File: config.mk
export PLATFORM = sky130hd
export DESIGN_NAME = uart_reg_front
export DESIGN_NICKNAME = d
export VERILOG_FILES = /design/src/rtl/uart_fe_pkg.sv /design/src/rtl/uart_fe_tx.sv /design/src/rtl/uart_fe_rx.sv /design/src/rtl/uart_fe_ctrl.sv /design/src/rtl/uart_reg_front.sv
export SDC_FILE = /design/constraint.sdc
export NUM_CORES = 1
export LEC_CHECK = 0
export ABC_AREA = 1
export BUFFER_PORTS_ARGS = -buffer_cell sky130_fd_sc_hd__clkbuf_2
export CAP_MARGIN = 5
export CORE_ASPECT_RATIO = 2
export CORE_MARGIN = 5
export CORE_UTILIZATION = 38
export DETAILED_ROUTE_END_ITERATION = 8
export GPL_ROUTABILITY_DRIVEN = 0
export PLACE_DENSITY = 0.73
export SYNTH_ARGS = -nofsm -noshare
export SYNTH_HDL_FRONTEND = slang
export SYNTH_HIERARCHICAL = 1
export SYNTH_SLANG_ARGS = --single-unit
File: constraint.sdc
create_clock -name clk_i -period 1.4 [get_ports clk_i]
set_input_delay 0.14 -clock clk_i [delete_from_list [all_inputs] [get_ports clk_i]]
set_output_delay 0.14 -clock clk_i [all_outputs]
set_load 0.05 [all_outputs]
File: src/rtl/uart_fe_pkg.sv
package uart_fe_pkg;
  localparam int unsigned DW = 8;
  localparam int unsigned AW = 3;

  localparam logic [AW-1:0] OFS_DATA = 3'd0;
  localparam logic [AW-1:0] OFS_IER  = 3'd1;
  localparam logic [AW-1:0] OFS_FCR  = 3'd2;
  localparam logic [AW-1:0] OFS_LSR  = 3'd5;
  localparam logic [AW-1:0] OFS_MSR  = 3'd6;

  typedef struct packed {
    logic bi;
    logic fe;
    logic pe;
    logic oe;
  } rx_err_t;
endpackage

File: src/rtl/uart_fe_tx.sv
module uart_fe_tx #(
  parameter int unsigned W = 8
) (
  input  logic         clk_i,
  input  logic         rst_ni,
  input  logic         wr_thr_i,
  input  logic [W-1:0] wdata_i,
  input  logic         flush_i,
  input  logic         tx_done_i,
  output logic [W-1:0] tx_data_o,
  output logic         tx_load_o,
  output logic         thre_o,
  output logic         temt_o
);
  logic [W-1:0] thr_q;
  logic         full_q, busy_q;

  assign tx_load_o = full_q & ~busy_q;
  assign tx_data_o = thr_q;
  assign thre_o    = ~full_q;
  assign temt_o    = ~full_q & ~busy_q;

  always_ff @(posedge clk_i or negedge rst_ni) begin
    if (!rst_ni) begin
      thr_q  <= '0;
      full_q <= 1'b0;
      busy_q <= 1'b0;
    end else begin
      if (wr_thr_i) thr_q <= wdata_i;
      // a write in the load cycle refills the holding stage
      if (wr_thr_i)       full_q <= 1'b1;
      else if (flush_i)   full_q <= 1'b0;
      else if (tx_load_o) full_q <= 1'b0;
      if (tx_load_o)      busy_q <= 1'b1;
      else if (tx_done_i) busy_q <= 1'b0;
    end
  end

  assert_one_offer_R3: assert property (@(posedge clk_i) disable iff (!rst_ni)
    tx_load_o && !tx_done_i |=> !tx_load_o);
endmodule

File: src/rtl/uart_fe_rx.sv
module uart_fe_rx
  import uart_fe_pkg::*;
#(
  parameter int unsigned W = 8
) (
  input  logic         clk_i,
  input  logic         rst_ni,
  input  logic         rd_rbr_i,
  input  logic         rd_lsr_i,
  input  logic         flush_i,
  input  logic [W-1:0] rx_data_i,
  input  logic         rx_valid_i,
  input  logic         rx_perr_i,
  input  logic         rx_ferr_i,
  input  logic         rx_brk_i,
  output logic [W-1:0] rbr_o,
  output logic         dr_o,
  output rx_err_t      err_o
);
  logic [W-1:0] rbr_q;
  logic         full_q;
  rx_err_t      err_q;
  logic         take, ovr;

  assign take  = rx_valid_i & (~full_q | rd_rbr_i | flush_i);
  assign ovr   = rx_valid_i & full_q & ~rd_rbr_i & ~flush_i;
  assign rbr_o = rbr_q;
  assign dr_o  = full_q;
  assign err_o = err_q;

  always_ff @(posedge clk_i or negedge rst_ni) begin
    if (!rst_ni) begin
      rbr_q  <= '0;
      full_q <= 1'b0;
      err_q  <= '0;
    end else begin
      if (take) rbr_q <= rx_data_i;
      if (take)                     full_q <= 1'b1;
      else if (rd_rbr_i || flush_i) full_q <= 1'b0;
      // new errors win over the clearing read
      err_q.oe <= ovr | (err_q.oe & ~rd_lsr_i);
      err_q.pe <= (take & rx_perr_i) | (err_q.pe & ~rd_lsr_i);
      err_q.fe <= (take & rx_ferr_i) | (err_q.fe & ~rd_lsr_i);
      err_q.bi <= (take & rx_brk_i)  | (err_q.bi & ~rd_lsr_i);
    end
  end

  assert_overrun_keeps_R5: assert property (@(posedge clk_i) disable iff (!rst_ni)
    rx_valid_i && dr_o && !rd_rbr_i && !flush_i |=> $stable(rbr_o) && err_o.oe);
  assert_read_clears_R4: assert property (@(posedge clk_i) disable iff (!rst_ni)
    rd_rbr_i && !rx_valid_i |=> !dr_o);
endmodule

File: src/rtl/uart_fe_ctrl.sv
module uart_fe_ctrl (
  input  logic       clk_i,
  input  logic       rst_ni,
  input  logic       wr_ier_i,
  input  logic [3:0] ier_d_i,
  input  logic       wr_fcr_i,
  input  logic [4:0] fcr_d_i,   // {trig[1:0], tx_clr, rx_clr, enable}
  input  logic       rd_msr_i,
  input  logic       modem_chg_i,
  input  logic       dr_i,
  input  logic       tmo_i,
  input  logic       thre_i,
  input  logic       ls_i,
  output logic [3:0] ier_o,
  output logic       msr_pend_o,
  output logic       fifo_en_o,
  output logic [1:0] rx_trig_o,
  output logic       rx_clr_o,
  output logic       tx_clr_o,
  output logic       rx_flush_o,
  output logic       tx_flush_o,
  output logic       irq_o
);
  logic [3:0] ier_q, src;
  logic       fifo_q, msr_q, rxf_q, txf_q;
  logic [1:0] trig_q;
  logic       fcr_on;

  assign fcr_on   = fcr_d_i[0];
  assign rx_clr_o = wr_fcr_i & (~fcr_on | fcr_d_i[1]);
  assign tx_clr_o = wr_fcr_i & (~fcr_on | fcr_d_i[2]);

  always_ff @(posedge clk_i or negedge rst_ni) begin
    if (!rst_ni) begin
      ier_q  <= '0;
      fifo_q <= 1'b0;
      trig_q <= '0;
      msr_q  <= 1'b0;
      rxf_q  <= 1'b0;
      txf_q  <= 1'b0;
    end else begin
      if (wr_ier_i) ier_q <= ier_d_i;
      if (wr_fcr_i) fifo_q <= fcr_on;
      if (wr_fcr_i && fcr_on) trig_q <= fcr_d_i[4:3];
      if (modem_chg_i)   msr_q <= 1'b1;
      else if (rd_msr_i) msr_q <= 1'b0;
      rxf_q <= rx_clr_o;
      txf_q <= tx_clr_o;
    end
  end

  assign src        = {msr_q, ls_i, thre_i, dr_i | (fifo_q & tmo_i)};
  assign irq_o      = |(ier_q & src);
  assign ier_o      = ier_q;
  assign msr_pend_o = msr_q;
  assign fifo_en_o  = fifo_q;
  assign rx_trig_o  = trig_q;
  assign rx_flush_o = rxf_q;
  assign tx_flush_o = txf_q;

  assert_fifo_off_R11: assert property (@(posedge clk_i) disable iff (!rst_ni)
    wr_fcr_i && !fcr_d_i[0] |=> !fifo_en_o && rx_flush_o && tx_flush_o);
  assert_trig_gated_R12: assert property (@(posedge clk_i) disable iff (!rst_ni)
    wr_fcr_i && !fcr_d_i[0] |=> $stable(rx_trig_o));
  assert_modem_set_R9: assert property (@(posedge clk_i) disable iff (!rst_ni)
    modem_chg_i |=> msr_pend_o);
endmodule

File: src/rtl/uart_reg_front.sv
module uart_reg_front
  import uart_fe_pkg::*;
(
  input  logic          clk_i,
  input  logic          rst_ni,
  input  logic [AW-1:0] addr_i,
  input  logic          dlab_i,
  input  logic          wr_i,
  input  logic          rd_i,
  input  logic [DW-1:0] wdata_i,
  output logic [DW-1:0] rdata_o,
  output logic [DW-1:0] tx_data_o,
  output logic          tx_load_o,
  input  logic          tx_done_i,
  input  logic [DW-1:0] rx_data_i,
  input  logic          rx_valid_i,
  input  logic          rx_perr_i,
  input  logic          rx_ferr_i,
  input  logic          rx_brk_i,
  input  logic          rx_tmo_i,
  input  logic          modem_chg_i,
  output logic          fifo_en_o,
  output logic [1:0]    rx_trig_o,
  output logic          rx_flush_o,
  output logic          tx_flush_o,
  output logic          irq_o
);
  logic          sel_data, sel_ier;
  logic          wr_thr, rd_rbr, wr_ier, wr_fcr, rd_lsr, rd_msr;
  logic          rx_clr, tx_clr, thre, temt, dr, msr_pend;
  logic [3:0]    ier;
  logic [DW-1:0] rbr, lsr;
  rx_err_t       err;

  assign sel_data = (addr_i == OFS_DATA) & ~dlab_i;
  assign sel_ier  = (addr_i == OFS_IER)  & ~dlab_i;
  assign wr_thr   = wr_i & sel_data;
  assign rd_rbr   = rd_i & sel_data;
  assign wr_ier   = wr_i & sel_ier;
  assign wr_fcr   = wr_i & (addr_i == OFS_FCR);
  assign rd_lsr   = rd_i & (addr_i == OFS_LSR);
  assign rd_msr   = rd_i & (addr_i == OFS_MSR);

  uart_fe_tx #(.W(DW)) u_tx (
    .clk_i, .rst_ni,
    .wr_thr_i (wr_thr),
    .wdata_i,
    .flush_i  (tx_clr),
    .tx_done_i,
    .tx_data_o,
    .tx_load_o,
    .thre_o   (thre),
    .temt_o   (temt)
  );

  uart_fe_rx #(.W(DW)) u_rx (
    .clk_i, .rst_ni,
    .rd_rbr_i (rd_rbr),
    .rd_lsr_i (rd_lsr),
    .flush_i  (rx_clr),
    .rx_data_i, .rx_valid_i, .rx_perr_i, .rx_ferr_i, .rx_brk_i,
    .rbr_o    (rbr),
    .dr_o     (dr),
    .err_o    (err)
  );

  uart_fe_ctrl u_ctrl (
    .clk_i, .rst_ni,
    .wr_ier_i    (wr_ier),
    .ier_d_i     (wdata_i[3:0]),
    .wr_fcr_i    (wr_fcr),
    .fcr_d_i     ({wdata_i[7:6], wdata_i[2:0]}),
    .rd_msr_i    (rd_msr),
    .modem_chg_i,
    .dr_i        (dr),
    .tmo_i       (rx_tmo_i),
    .thre_i      (thre),
    .ls_i        (|err),
    .ier_o       (ier),
    .msr_pend_o  (msr_pend),
    .fifo_en_o,
    .rx_trig_o,
    .rx_clr_o    (rx_clr),
    .tx_clr_o    (tx_clr),
    .rx_flush_o,
    .tx_flush_o,
    .irq_o
  );

  assign lsr = {1'b0, temt, thre, err.bi, err.fe, err.pe, err.oe, dr};

  always_comb begin
    rdata_o = '0;
    if (rd_i) begin
      unique case (addr_i)
        OFS_DATA: rdata_o = dlab_i ? '0 : rbr;
        OFS_IER:  rdata_o = dlab_i ? '0 : {4'h0, ier};
        OFS_LSR:  rdata_o = lsr;
        OFS_MSR:  rdata_o = {{(DW-1){1'b0}}, msr_pend};
        default:  rdata_o = '0;   // FCR is write-only
      endcase
    end
  end

  assert_ier_hi_zero_R6: assert property (@(posedge clk_i) disable iff (!rst_ni)
    rd_i && sel_ier |-> rdata_o[7:4] == 4'h0);
  assert_fcr_wo_R10: assert property (@(posedge clk_i) disable iff (!rst_ni)
    rd_i && addr_i == OFS_FCR |-> rdata_o == '0);
  assert_masked_irq_R7: assert property (@(posedge clk_i) disable iff (!rst_ni)
    $past(wr_ier) && $past(wdata_i[3:0]) == 4'h0 && !wr_ier |-> !irq_o);
endmodule

==> results.md <==
- Status: finished, violations left
- Failing checks: setup timing
- CTS tree: done
- Rows: 34
- Vias in the first global route: between 1.5k and 2k
- Cell variety after synth: 23
- WHS Endpoint: u_tx/tx_data_o[4]$_DFFE_PN0P_
- Layout cell share with drive strength beyond 1: ~39%
- # setup viols final: 2
- Clock sink count: 33
- F_max: between 0.6 and 0.7 GHz
- Skew-Pair Late Insertion Delay: 0.28 ns
- Worst Path Max Fanout: 3
- Final hold vios: 0
- Layout Nets: 316
- Setup_tns: -0.125 ns
- Total of fill cells in the finished design: 448
- RSZ-0062 raised after global routing: true
- Pwr Total: 2.93 mW
- Commonest non-fill, non-tap cells in the layout: 74 x nand2_1, 44 x clkbuf_2, 33 x dfrtp_1, 21 x nand3_1, 20 x buf_4
- Die W: 57.4 microns
- Pwr dens: 1260 nW/um^2
- Synth Cell Area: around 1700 sq um
- Critical path's largest stage delay: between 0.4 and 0.5 ns
- Clock slew at reported path FFs: ~0.07 ns
- Initial Util: between 30% and 40%
- Via Count: roughly 1.6k
- Layout Area Growth over Synthesis: 36.0%
- Syn nets: 240
- CP Buf/Inv Count: 1
- Drt pass-1 iters: 5
- GR Overflow Total: 0
- Largest net degree at the start of global routing: 34
- Area occupied by multi-input gates: around 750 sq um
- Slowest cell on crit path: dfrtp_1
- R2R depth: 5
- Max-Cap Viols: 0
- Ratio of final minimum period to clock period: 109%
- Number of port buffers: 53
- Wire per inst: approximately 13 microns
- Max-slew headroom: just over 70%
- IO Count: 54
- Top cell family by delay on the critical path: simple AND/OR/NAND/NOR gates
- GR Util met3: under 10%
- CTS max path bufs: 2
- Syn Inst Count: ~210
- Leading area contributor after synthesis: dfrtp_1
- Critical path launch point type: register
- Die Height: around 100 microns
- Commonest non-fill, non-tap cell in the layout: nand2_1
- Flops & latches, synth: 33
- Register Area: a little over 800 sq um
- First DRT Iteration DRCs: roughly 40
- Tot GR Track Use: about 15%
- GRT met1 Usage: between 15 and 20%
- First-pass GRT wire length: between 7 and 8 mm
- Drt via density: between 4 and 5
- Detailed placement HPWL: around 3.4 mm
- GRT busiest layer: met2
- CTS buffer count: 5
- Initial antenna violation count: 0
- Hold path startpoint: wdata_i[4]
- Lkg Pwr: 1.27 nW
- Die area: approximately 6000 sq um
- Post-synth top area share: approximately 48%
- Synth Warn #: 6
- Sequential share of the synthesized area: 48.4%
- VDD IR max: roughly 1000 uV
- Worst R2R End: u_rx/rbr_o[6]$_DFFE_PN0N_
- Slack of the worst reg-to-reg path: 0.38 ns
- H-tree Lvls: 2
- Area contributors post-synth: dfrtp_1 48%, nand2_1 16%, nand3_1 6.2%, nand3_2 5.3%, inv_1 4.0%
- Final wirelength: 4.29 mm
- Hold Path Cell Cnt: 3
- Most common cell on crit path: nand2_1
- Minimum clock period: between 1.5 and 2 ns
- Core area: 4340 sq um
- Met2 Use GR: a little over a quarter
- Min Hold Slack: about 0.063 ns
- ANT cells: 0
- Pins Over Slew Limit: 0
- Final WS setup: -0.119 ns
- CTS Root Buffer Type: clkbuf_8
- Crit Path Category: reg2out
- Final Skew: 0.00346 ns
- Final ANT Viol Nets: 0
- CP Cell Sequence: nor2_1, nand2_1, nand2_1, nand2_1, nor2_1, nand2_1, buf_8
- Avg Cell Area, Syn: approximately 8.2 sq um
- Crit path required time: about 1.3 ns
- Crit Reg-Reg Startpoint: u_rx/dr_o$_DFFE_PN0P_
- Post-route DRC: 0
- Worst Hold Class: in2reg
- CP Data Arrival Time: roughly 1.4 ns
- Worst-margin pin slew: between 0.4 and 0.5 ns
- CP endpoint kind: primary output
-- worst max path at each step --
stage,startpoint,cells after the start,endpoint
after CTS,u_rx/err_o[2]$_DFF_PN0_,7,irq_o
after global placement,addr_i[1],10,u_rx/rbr_o[5]$_DFFE_PN0N_
final,u_rx/err_o[2]$_DFF_PN0_,7,irq_o
after global routing,u_rx/err_o[2]$_DFF_PN0_,7,irq_o
after floorplan,addr_i[2],9,u_rx/rbr_o[0]$_DFFE_PN0N_
after detailed placement,addr_i[1],10,u_rx/rbr_o[5]$_DFFE_PN0N_
-- flip-flops by register name, summed over array words and instances (netlist names) --
name and count:
u_ctrl/fifo_en_o 1, u_ctrl/ier_o 4, u_ctrl/msr_pend_o 1, u_ctrl/rx_flush_o 1, u_ctrl/rx_trig_o 2, u_ctrl/tx_flush_o 1, u_rx/dr_o 1, u_rx/err_o 4
u_rx/rbr_o 8, u_tx/busy_q 1, u_tx/full_q 1, u_tx/tx_data_o 8
-- cell families after synthesis --
group,count (synthesis),share of synthesized area [%]
simple gates,136,39.0
flops,33,48.4
buf+inv,29,9.30
compound gates,11,3.37
-- report_power, final --
group | internal [mW] | switching [mW]
clock | 0.343 | 0.351
combinational | 0.327 | 0.614
sequential | 1.15 | 0.143
total | 1.82 | 1.11
-- stage by stage --
stage	utilization, %	cells	setup slack (ns)	instance area (sq um)
2_1_floorplan	-	209	-0.0550	1730
3_3_place_gp	48.8	324	-0.0435	2120
3_5_place_dp	48.8	324	-0.0557	2120
4_1_cts	51.7	333	-0.0514	2240
5_1_grt	53.5	340	-0.202	2320
6_report	53.5	340	-0.119	2320
-- routing by layer --
metal | vias to the layer above | share of wire (%)
met4 | 0 | 2.9
met3 | 8 | 3.6
met5 | - | 0
met1 | 742 | 37
met2 | 37 | 56
li1 | 814 | -
-- timing repair --
item / in CTS / in global routing
cloned: 0 / 0
gates resized for setup: 8 / 18
hold endpoints to repair: 33 / 0
endpoints found under the setup margin: 4 / 8
buffers inserted: 0 / 7
pin swaps: 1 / 11
hold buffers: 1 / 0
-- worst min-delay path, stage by stage --
cell	delay [ns]
clkbuf_2	0.08
nand2_1	0.04
nand2_1	0.05
-- cells in the mapped netlist --
master,number
o21ai_1,1
inv_6,1
nor2_4,2
nand3_1,21
nor4_1,1
nor2_1,13
nor3b_1,1
inv_2,2
dfrtp_1,33
buf_6,4
inv_1,18
clkinv_1,1
nand4_1,8
inv_8,1
nand2_1,74
o21ai_0,4
buf_4,2
nor2_8,1
nand2_2,5
nor2_2,1
o21bai_1,1
a21oi_1,5
nand3_2,9
-- cell type report --
class | count | area share, %
inverter | 23 | 4.26
tap | 54 | 2.91
sequential | 33 | 35.6
timing repair buffer | 75 | 21.3
clock inverter | 3 | 0.754
multi-input combinational | 147 | 32.3
clock buffer | 5 | 2.96
Note: power is estimated with default switching activity, not from simulation.
